### src/rtl/booth_pkg.sv
package booth_pkg;

  typedef enum logic [2:0] {
    ST_IDLE  = 3'd0,
    ST_EVAL  = 3'd1,
    ST_SHIFT = 3'd2,
    ST_DONE  = 3'd3
  } booth_state_e;

  typedef struct packed {
    logic load;
    logic add;
    logic sub;
    logic shift;
    logic dec;
  } booth_ctrl_t;

  typedef struct packed {
    logic q_lsb;
    logic guard;
    logic last;
  } booth_stat_t;

endpackage

### src/rtl/booth_datapath.sv
module booth_datapath
  import booth_pkg::*;
#(
  parameter int W = 4
) (
  input  logic          clk,
  input  logic          rst_n,
  input  booth_ctrl_t   ctl,
  input  logic [W-1:0]  mcand,
  input  logic [W-1:0]  mplier,
  output booth_stat_t   stat,
  output logic [2*W-1:0] product
);

  localparam int AW = W + 1;
  localparam int CW = $clog2(W + 1);
  localparam logic [CW-1:0] ITER = CW'(W);

  logic [AW-1:0] acc_q, acc_d;
  logic [W-1:0]  mq_q, mq_d;
  logic [AW-1:0] mc_q, mc_d;
  logic          grd_q, grd_d;
  logic [CW-1:0] cnt_q, cnt_d;
  logic          en;

  assign en = ctl.load | ctl.add | ctl.sub | ctl.shift | ctl.dec;

  always_comb begin
    acc_d = acc_q;
    mq_d  = mq_q;
    mc_d  = mc_q;
    grd_d = grd_q;
    cnt_d = cnt_q;
    if (ctl.load) begin
      acc_d = '0;
      mq_d  = mplier;
      mc_d  = {mcand[W-1], mcand};
      grd_d = 1'b0;
      cnt_d = ITER;
    end else begin
      if (ctl.add)
        acc_d = acc_q + mc_q;
      else if (ctl.sub)
        acc_d = acc_q - mc_q;
      if (ctl.shift)
        {acc_d, mq_d, grd_d} = {acc_q[AW-1], acc_q, mq_q};
      if (ctl.dec)
        cnt_d = cnt_q - 1'b1;
    end
  end

  always_ff @(posedge clk or negedge rst_n) begin
    if (!rst_n) begin
      acc_q <= '0;
      mq_q  <= '0;
      mc_q  <= '0;
      grd_q <= 1'b0;
      cnt_q <= '0;
    end else if (en) begin
      acc_q <= acc_d;
      mq_q  <= mq_d;
      mc_q  <= mc_d;
      grd_q <= grd_d;
      cnt_q <= cnt_d;
    end
  end

  assign stat.q_lsb = mq_q[0];
  assign stat.guard = grd_q;
  assign stat.last  = (cnt_q == CW'(1));
  assign product    = {acc_q[W-1:0], mq_q};


  no_underflow_chk: assert property (@(posedge clk) disable iff (!rst_n)
    ctl.dec |-> cnt_q != '0);


  hold_product_chk: assert property (@(posedge clk) disable iff (!rst_n)
    !en |=> $stable(product));


  arith_excl_chk: assert property (@(posedge clk) disable iff (!rst_n)
    !(ctl.add && ctl.sub) && !((ctl.add || ctl.sub) && ctl.shift));

endmodule

### src/rtl/booth_ctrl.sv
module booth_ctrl
  import booth_pkg::*;
(
  input  logic        clk,
  input  logic        rst_n,
  input  logic        start,
  input  booth_stat_t stat,
  output booth_ctrl_t ctl,
  output logic        done
);

  booth_state_e st_q, st_d;

  always_comb begin
    st_d = st_q;
    ctl  = '0;
    unique case (st_q)
      ST_IDLE: begin
        if (start) begin
          ctl.load = 1'b1;
          st_d     = ST_EVAL;
        end
      end
      ST_EVAL: begin
        unique case ({stat.q_lsb, stat.guard})
          2'b10: begin
            ctl.sub = 1'b1;
            st_d    = ST_SHIFT;
          end
          2'b01: begin
            ctl.add = 1'b1;
            st_d    = ST_SHIFT;
          end
          default: begin
            ctl.shift = 1'b1;
            ctl.dec   = 1'b1;
            st_d      = stat.last ? ST_DONE : ST_EVAL;
          end
        endcase
      end
      ST_SHIFT: begin
        ctl.shift = 1'b1;
        ctl.dec   = 1'b1;
        st_d      = stat.last ? ST_DONE : ST_EVAL;
      end
      ST_DONE: st_d = ST_IDLE;
      default: st_d = ST_IDLE;
    endcase
  end

  always_ff @(posedge clk or negedge rst_n) begin
    if (!rst_n) st_q <= ST_IDLE;
    else        st_q <= st_d;
  end

  assign done = (st_q == ST_DONE);


  done_pulse_chk: assert property (@(posedge clk) disable iff (!rst_n)
    done |=> !done);


  busy_ignore_chk: assert property (@(posedge clk) disable iff (!rst_n)
    (st_q != ST_IDLE) |-> !ctl.load);


  last_shift_chk: assert property (@(posedge clk) disable iff (!rst_n)
    (ctl.shift && stat.last) |=> done);

endmodule

### src/rtl/booth_seq_mult.sv
module booth_seq_mult
  import booth_pkg::*;
#(
  parameter int W = 4
) (
  input  logic           clk,
  input  logic           rst_n,
  input  logic           start,
  input  logic [W-1:0]   mcand,
  input  logic [W-1:0]   mplier,
  output logic           done,
  output logic [2*W-1:0] product
);

  logic [1:0]  rst_sync_q;
  logic        rst_i_n;
  booth_ctrl_t ctl;
  booth_stat_t stat;

  always_ff @(posedge clk or negedge rst_n) begin
    if (!rst_n) rst_sync_q <= 2'b00;
    else        rst_sync_q <= {rst_sync_q[0], 1'b1};
  end
  assign rst_i_n = rst_sync_q[1];

  booth_ctrl u_ctrl (
    .clk   (clk),
    .rst_n (rst_i_n),
    .start (start),
    .stat  (stat),
    .ctl   (ctl),
    .done  (done)
  );

  booth_datapath #(.W(W)) u_dp (
    .clk     (clk),
    .rst_n   (rst_i_n),
    .ctl     (ctl),
    .mcand   (mcand),
    .mplier  (mplier),
    .stat    (stat),
    .product (product)
  );


  reset_quiet_chk: assert property (@(posedge clk) disable iff (!rst_i_n)
    $rose(rst_i_n) |-> !done && product == '0);

endmodule

### config.mk
export PLATFORM = sky130hd
export DESIGN_NAME = booth_seq_mult
export DESIGN_NICKNAME = d
export VERILOG_FILES = /design/src/rtl/booth_pkg.sv /design/src/rtl/booth_datapath.sv /design/src/rtl/booth_ctrl.sv /design/src/rtl/booth_seq_mult.sv
export SDC_FILE = /design/constraint.sdc
export NUM_CORES = 1
export LEC_CHECK = 0
export ABC_AREA = 0
export BUFFER_PORTS_ARGS = -buffer_cell sky130_fd_sc_hd__buf_2
export CORE_ASPECT_RATIO = 2
export CORE_MARGIN = 5
export CORE_UTILIZATION = 45
export DETAILED_ROUTE_END_ITERATION = 6
export PLACE_DENSITY = 0.65
export SYNTH_ARGS = -nofsm -noshare
export SYNTH_HDL_FRONTEND = slang
export SYNTH_SLANG_ARGS = --single-unit
### constraint.sdc
create_clock -name clk -period 0.8 [get_ports clk]
set_input_delay 0 -clock clk [delete_from_list [all_inputs] [get_ports clk]]
set_output_delay 0 -clock clk [all_outputs]
set_load 0.02 [all_outputs]
# Word-level counts from Yosys, hierarchy flattened

Index checks and enable logic that the tools add are counted.

Add/sub/neg operators: 3
Multipliers: 0
Div/mod/pow operators: 0
$lt $le $gt $ge: 0
Equal/unequal tests: 8
Shifts and indexed selects: 0
Muxes and demuxes: 21
Bitwise operators: 4
Reduce and logical (&&, ||, !) cells: 11

Operators by type and width:

| kind                                                               | count |
|---|---|
| 5-bit 2-to-1 mux                                                   | 4 |
| 3-bit 2-to-1 mux                                                   | 4 |
| 3-bit case mux with 3 select lines                                 | 1 |
| 4-bit 2-to-1 mux                                                   | 2 |
| 2-bit AND reduction                                                | 4 |
| 3-bit by 1-bit == test with 1-bit output, second input constant    | 2 |
| 3-bit by 2-bit == test with 1-bit output, second input constant    | 2 |
| 1-bit 2-to-1 mux                                                   | 6 |
| 2-bit 2-to-1 mux                                                   | 3 |
| 5-bit adder                                                        | 1 |
| 5-bit subtractor                                                   | 1 |
| 1-bit bitwise OR                                                   | 4 |
| 2-bit case mux with 2 select lines                                 | 1 |
| 2-bit nonzero test                                                 | 2 |
| 4-bit nonzero test                                                 | 1 |
| 3-bit zero test                                                    | 1 |
| 3-bit AND reduction                                                | 1 |
| 3-bit nonzero test                                                 | 1 |
| 3-bit by 1-bit subtractor with 3-bit output, second input constant | 1 |
| 2-bit by 1-bit == test with 1-bit output, second input constant    | 1 |
| 2-bit == test, second input constant                               | 1 |
| 2-bit by 1-bit != test with 1-bit output, second input constant    | 1 |
| 2-bit != test, second input constant                               | 1 |
| 2-bit OR reduction                                                 | 1 |

Flip-flop bits (word level): 22
Latch bits: 0
Bits in writable memories: 0
Memory bits (read-only): 0
Input port bits: 11
Output and inout port bits: 9
Word-level logic and storage cells: 55
Memories kept: 0

# Longest topological paths before layout

Word-level depth: 8
Depth in mapped cells: 13
Gate-level depth less buffers: 12

# Modules after synthesis

Synthesis repeated with hierarchy kept, for this count alone.

Cells, all modules: 138
Area, all modules: 1361.3 um^2

Modules (own cells, without submodules):

| module         | instances | cells an instance | area each (um^2) | sequential area each (um^2) |
|---|---|---|---|---|
| booth_datapath | 1         | 107               | 1046.0           | 425.4 |
| booth_ctrl     | 1         | 28                | 261.5            | 50.0 |
| booth_seq_mult | 1         | 3                 | 53.8             | 50.0 |

# Least setup slack after synthesis

OpenSTA, ideal clock, no wires.

Kind: register to register
Start: register u_dp.mq_q[0]
End: register u_dp.acc_q[4]
Setup time: 135 ps
Arrival: 2334 ps
Required time: 665 ps
Path slack: -1670 ps
Cell stages (with the launch flop): 12
Path buffers: 0
Clock period less this slack: 2470 ps
Cell sequence: dfrtp_1 -> inv_1 -> ha_1 -> nand2_1 -> o21ai_0 -> inv_1 -> fa_1 -> nand2b_1 -> o2bb2ai_1 -> and3_4 -> o311ai_2 -> o41ai_2

Longest elaborated chain between the ends: 8
Elaborated cells on any way between the ends: 18
Classes of those cells: 3 x eq/ne; 8 x mux; 4 x bitwise; 3 x reduce/logical

Ends and longest elaborated chain:

| item                                     | RTL line             | RTL |
|---|---|---|
| start: declaration                       | booth_datapath.sv:20 | `logic [W-1:0] mq_q, mq_d;` |
| start signal: assignment                 | booth_datapath.sv:61 | `mq_q <= mq_d;` |
| 2-bit by 1-bit == test with 1-bit output | booth_ctrl.sv:25     | `unique case ({stat.q_lsb, stat.guard})` |
| 1-bit 2-to-1 mux                         | booth_ctrl.sv:25     |  |
| 2-bit 2-to-1 mux                         | booth_ctrl.sv:17     | `unique case (st_q)` |
| 1-bit bitwise OR (4 in a row)            | booth_datapath.sv:26 | `assign en = ctl.load \| ctl.add \| ctl.sub \| ctl.shift \| ctl.dec;` |
| 3-bit AND reduction (no source line)     | n/a                  |  |
| end signal: assignment                   | booth_datapath.sv:54 | `acc_q <= '0;` |
| end signal: assignment                   | booth_datapath.sv:60 | `acc_q <= acc_d;` |
| end: declaration                         | booth_datapath.sv:19 | `logic [AW-1:0] acc_q, acc_d;` |

Several ways; a longest one is shown, not always the timed one. The select of a mux whose other input is x is not followed.
A chain may end at the register's enable or synchronous reset.

# Final worst setup path

Start: register u_dp.grd_q
End: register u_dp.acc_q[4]

Longest elaborated chain between the ends: 8
Elaborated cells on any way between the ends: 18
Classes of those cells: 3 x eq/ne; 8 x mux; 4 x bitwise; 3 x reduce/logical

Ends and longest elaborated chain:

| item                                     | RTL line             | RTL |
|---|---|---|
| start: declaration                       | booth_datapath.sv:22 | `logic grd_q, grd_d;` |
| start signal: assignment                 | booth_datapath.sv:63 | `grd_q <= grd_d;` |
| 2-bit by 1-bit == test with 1-bit output | booth_ctrl.sv:25     |  |
| 1-bit 2-to-1 mux                         | booth_ctrl.sv:25     |  |
| 2-bit 2-to-1 mux                         | booth_ctrl.sv:17     |  |
| 1-bit bitwise OR (4 in a row)            | booth_datapath.sv:26 |  |
| 3-bit AND reduction (no source line)     | n/a                  |  |

Several ways; a longest one is shown, not always the timed one. The select of a mux whose other input is x is not followed.

==> flow_summary.json <==
{
  "path_delay_family": "compound AO/OA/AOI/OAI gates",
  "skew_ps": 1.37,
  "synth.top_cells.by_count": "nand2_1, dfrtp_1, ha_1, inv_1, nor2_1",
  "worstReg2RegStart": "u_dp.grd_q",
  "grtUsageTotal": 0.199,
  "synthesis.nets": 173,
  "cts_inserted_buffers": 3,
  "crit_path_top_delay_cell": "dfrtp_1",
  "power_frac_comb": 0.776,
  "end_kind": "flip-flop",
  "leakage_uw": 0.00114,
  "worstSetupPathType": "reg -> reg",
  "setup_slack_ps": -1420,
  "grt_pass1_vias": 1470,
  "synth_compound_area_frac": 0.165,
  "cp_cell_sequence": "ha_4 > buf_4 > a21oi_2 > xnor2_2 > ha_4 > nand2b_4 > o2bb2ai_4 > and3_4 > o311ai_4 > o41ai_2",
  "cp.buffers_inverters": 1,
  "seq_area_frac_synth": 0.394,
  "cts.sinks": 21,
  "cts_tree": "done",
  "post-dp-hpwl_um": 2660,
  "synth_cells": 147,
  "crit_arrival_ps": 2370,
  "fin_util": 0.827,
  "cp.required_ps": 950,
  "boundaryPins": 20,
  "synth_top_area_frac": 0.394,
  "grt_max_degree": 20,
  "violations": "negative setup slack",
  "synth_cell_types": 33,
  "ctsHtreeMaxLevel": 1,
  "yosysMostFrequentCell": "nand2_1",
  "holdCritStartpoint": "mplier[2]",
  "switching_share": 0.414,
  "critPathLaunchType": "flip-flop",
  "vias": 1361,
  "synth_area_um2": 1340,
  "hold_depth": 3,
  "routed_wl_um": 4270,
  "core.rowCount": 28,
  "avgRoutedWirePerCell_um": 16.8,
  "synthAdderAreaFrac": 0.146,
  "synth-simple-area-share": 0.156,
  "multiInputGateArea_um2": 1040,
  "power_frac_seq": 0.161,
  "drcViolationCount": 0,
  "hold_end": "u_dp.mq_q[2]",
  "final-seq-area_um2": 528,
  "fin_area_um2": 2400,
  "drive_above_1_share": 0.598,
  "clockRootBuffer": "clkbuf_8",
  "clk_path_buf_depth": 2,
  "switchingPower_uw": 4800,
  "antenna_cells": 0,
  "crit_fanout": 4,
  "yosys_warnings": 0,
  "ir_drop_uv": 3490,
  "drt_pass1_iterations": 4,
  "synth_area_leader_cell": "dfrtp_1",
  "synth_top_family_by_area": "compound AO/OA/AOI/OAI gates",
  "dieArea_um2": 4220,
  "setup_tns_ps": -18830,
  "clock_latency_ps": 270,
  "core-area_um2": 2910,
  "grt_setup_unrepaired": "true",
  "p_int_uw": 6790,
  "ys.flop_type": "dfrtp_1",
  "synth_mux_area_frac": 0.0150,
  "die_w_um": 48.5,
  "antenna_found_initial": 0,
  "die_y_um": 87.0,
  "clkSlewWorstSetupHoldPaths_ps": 80,
  "place_congestion": 0.820,
  "maxSlewViolCount": 0,
  "reg2reg_depth": 10,
  "finalPower_uw": 11600,
  "status": "finished with violations",
  "n_fill_cell": 159,
  "hold_path.class": "in -> reg",
  "grt_overflow": 0,
  "synth_area_per_cell_um2": 9.08,
  "synth-edff-count": 0,
  "clkPwrFrac": 0.063,
  "postRouteAntennaNets": 0,
  "crit_top_cell": "ha_4",
  "io_buffer_count": 19,
  "setup_viol": 27,
  "slowest_delay_ps": 420,
  "initial_utilization": 0.459,
  "max_cap_violations": 0,
  "via_per_inst": 5.36,
  "finalCritPeriodShare": 2.78,
  "timing.rr.end": "u_dp.acc_q[4]",
  "nets": 251,
  "syn_to_final_growth_pct": 80.0,
  "synth_seq_cells": 21,
  "grt_pass1_wl_um": 6530,
  "max_freq_mhz": 450,
  "drt_iter0_drc": 24,
  "synth.area.top_cells": "dfrtp_1, ha_1, nand2_1",
  "power.density_nw_per_um2": 4820,
  "fin_crit_ps": 2220,
  "synth_xor_area_frac": 0.0394,
  "place_area_um2": 1750,
  "hold_viol_final": 0,
  "async_reset_ff_frac": 1.00,
  "reg2reg_slack_ps": -1420
}
cell families (layout without fill, tap and decap cells):
group / after synthesis / after routing
xor gates and xnor gates: 6 / 6
adders and majority gates: 15 / 15
buffers and inverters: 22 / 98
muxes: 2 / 2
and+or+nand+nor: 48 / 49
AOI/OAI and AO/OA: 32 / 32
other: 1 / 1
DFF: 21 / 21
cells in the final DEF, fill, tap and decap left out, types with 2 or more instances in the layout:
cell type / synthesis / routed
a211oi_2: 0 / 2
a21oi_2: 0 / 5
a31oi_1: 5 / 5
and2_4: 0 / 2
buf_2: 1 / 10
buf_4: 5 / 39
buf_6: 1 / 23
clkbuf_8: 0 / 3
dfrtp_1: 21 / 19
dfrtp_2: 0 / 2
dlygate4sd3_1: 0 / 8
ha_1: 14 / 5
ha_4: 0 / 9
inv_1: 13 / 7
inv_2: 0 / 5
mux2i_1: 2 / 2
nand2_1: 26 / 19
nand2_2: 0 / 5
nand2_4: 0 / 2
nand2b_1: 4 / 2
nand2b_4: 0 / 2
nor2_1: 12 / 10
nor2_2: 0 / 2
nor2b_4: 0 / 2
o21ai_0: 8 / 2
o21ai_1: 0 / 2
o21ai_2: 1 / 4
o41ai_2: 1 / 2
xnor2_2: 0 / 4
timing repair:
action / in CTS / in global routing
resized for setup: 51 / 44
hold endpoints to repair: 9 / 0
setup endpoints to repair: 28 / 28
cloned: 2 / 0
setup buffers: 8 / 10
pin swaps: 8 / 19
hold buffers: 8 / 0
metrics by stage:
stage	cells	hold slack, ps	setup WS (ps)
floorplan	147	-296	-1440
global placement	225	-216	-1370
detailed placement	225	-212	-1450
CTS	246	3.55	-1380
global route	254	53.3	-1470
finish	254	21.5	-1420
routing by layer:
| metal | global-route usage | wire, µm |
|---|---|---|
| met1 | 0.190 | 1430 |
| met2 | 0.396 | 2590 |
| met3 | 0.0206 | 91 |
| met4 | 0.105 | 162 |
| met5 | 0 | 0 |
flip-flops by register name, indices dropped and copies added, names as in the netlist:
signal / flops
u_dp.grd_q: 1
u_dp.mq_q: 4
u_ctrl.st_q: 2
u_dp.acc_q: 5
u_dp.cnt_q: 3
rst_sync_q: 2
u_dp.mc_q: 4
area by class of cell:
cell class,instances,area share
inverters,13,0.0224
well taps,30,0.0156
multi-input cells,105,0.431
clock buffers,3,0.0172
flip-flops and latches,21,0.220
clock inverters,1,0.00208
repair buffers,81,0.292
power groups by stage:
stage,combinational (µW),sequential [µW],clock [µW]
finish,8990,1860,725
global route,9590,1910,777
CTS,7080,1800,734
detailed placement,5670,1800,0
global placement,5480,1760,0
floorplan,3400,1950,0
tightest hold or removal path: stages:
cell	delay (ps)
buf_2	100
nor2_1	100
a31oi_1	50
how the worst max path moves through the flow:
stage	endpoint	slack, ps	from	cells after the start
2_1_floorplan	u_dp.acc_q[4]	-1440	u_ctrl.st_q[1]	12
3_3_place_gp	u_dp.acc_q[4]	-1370	u_ctrl.st_q[1]	11
3_5_place_dp	u_dp.acc_q[4]	-1450	u_ctrl.st_q[1]	11
4_1_cts	u_dp.acc_q[4]	-1380	u_dp.mq_q[0]	12
5_1_grt	u_dp.acc_q[4]	-1470	u_dp.mq_q[0]	11
6_report	u_dp.acc_q[4]	-1420	u_dp.grd_q	10
Power figures use the tool's default switching activity.
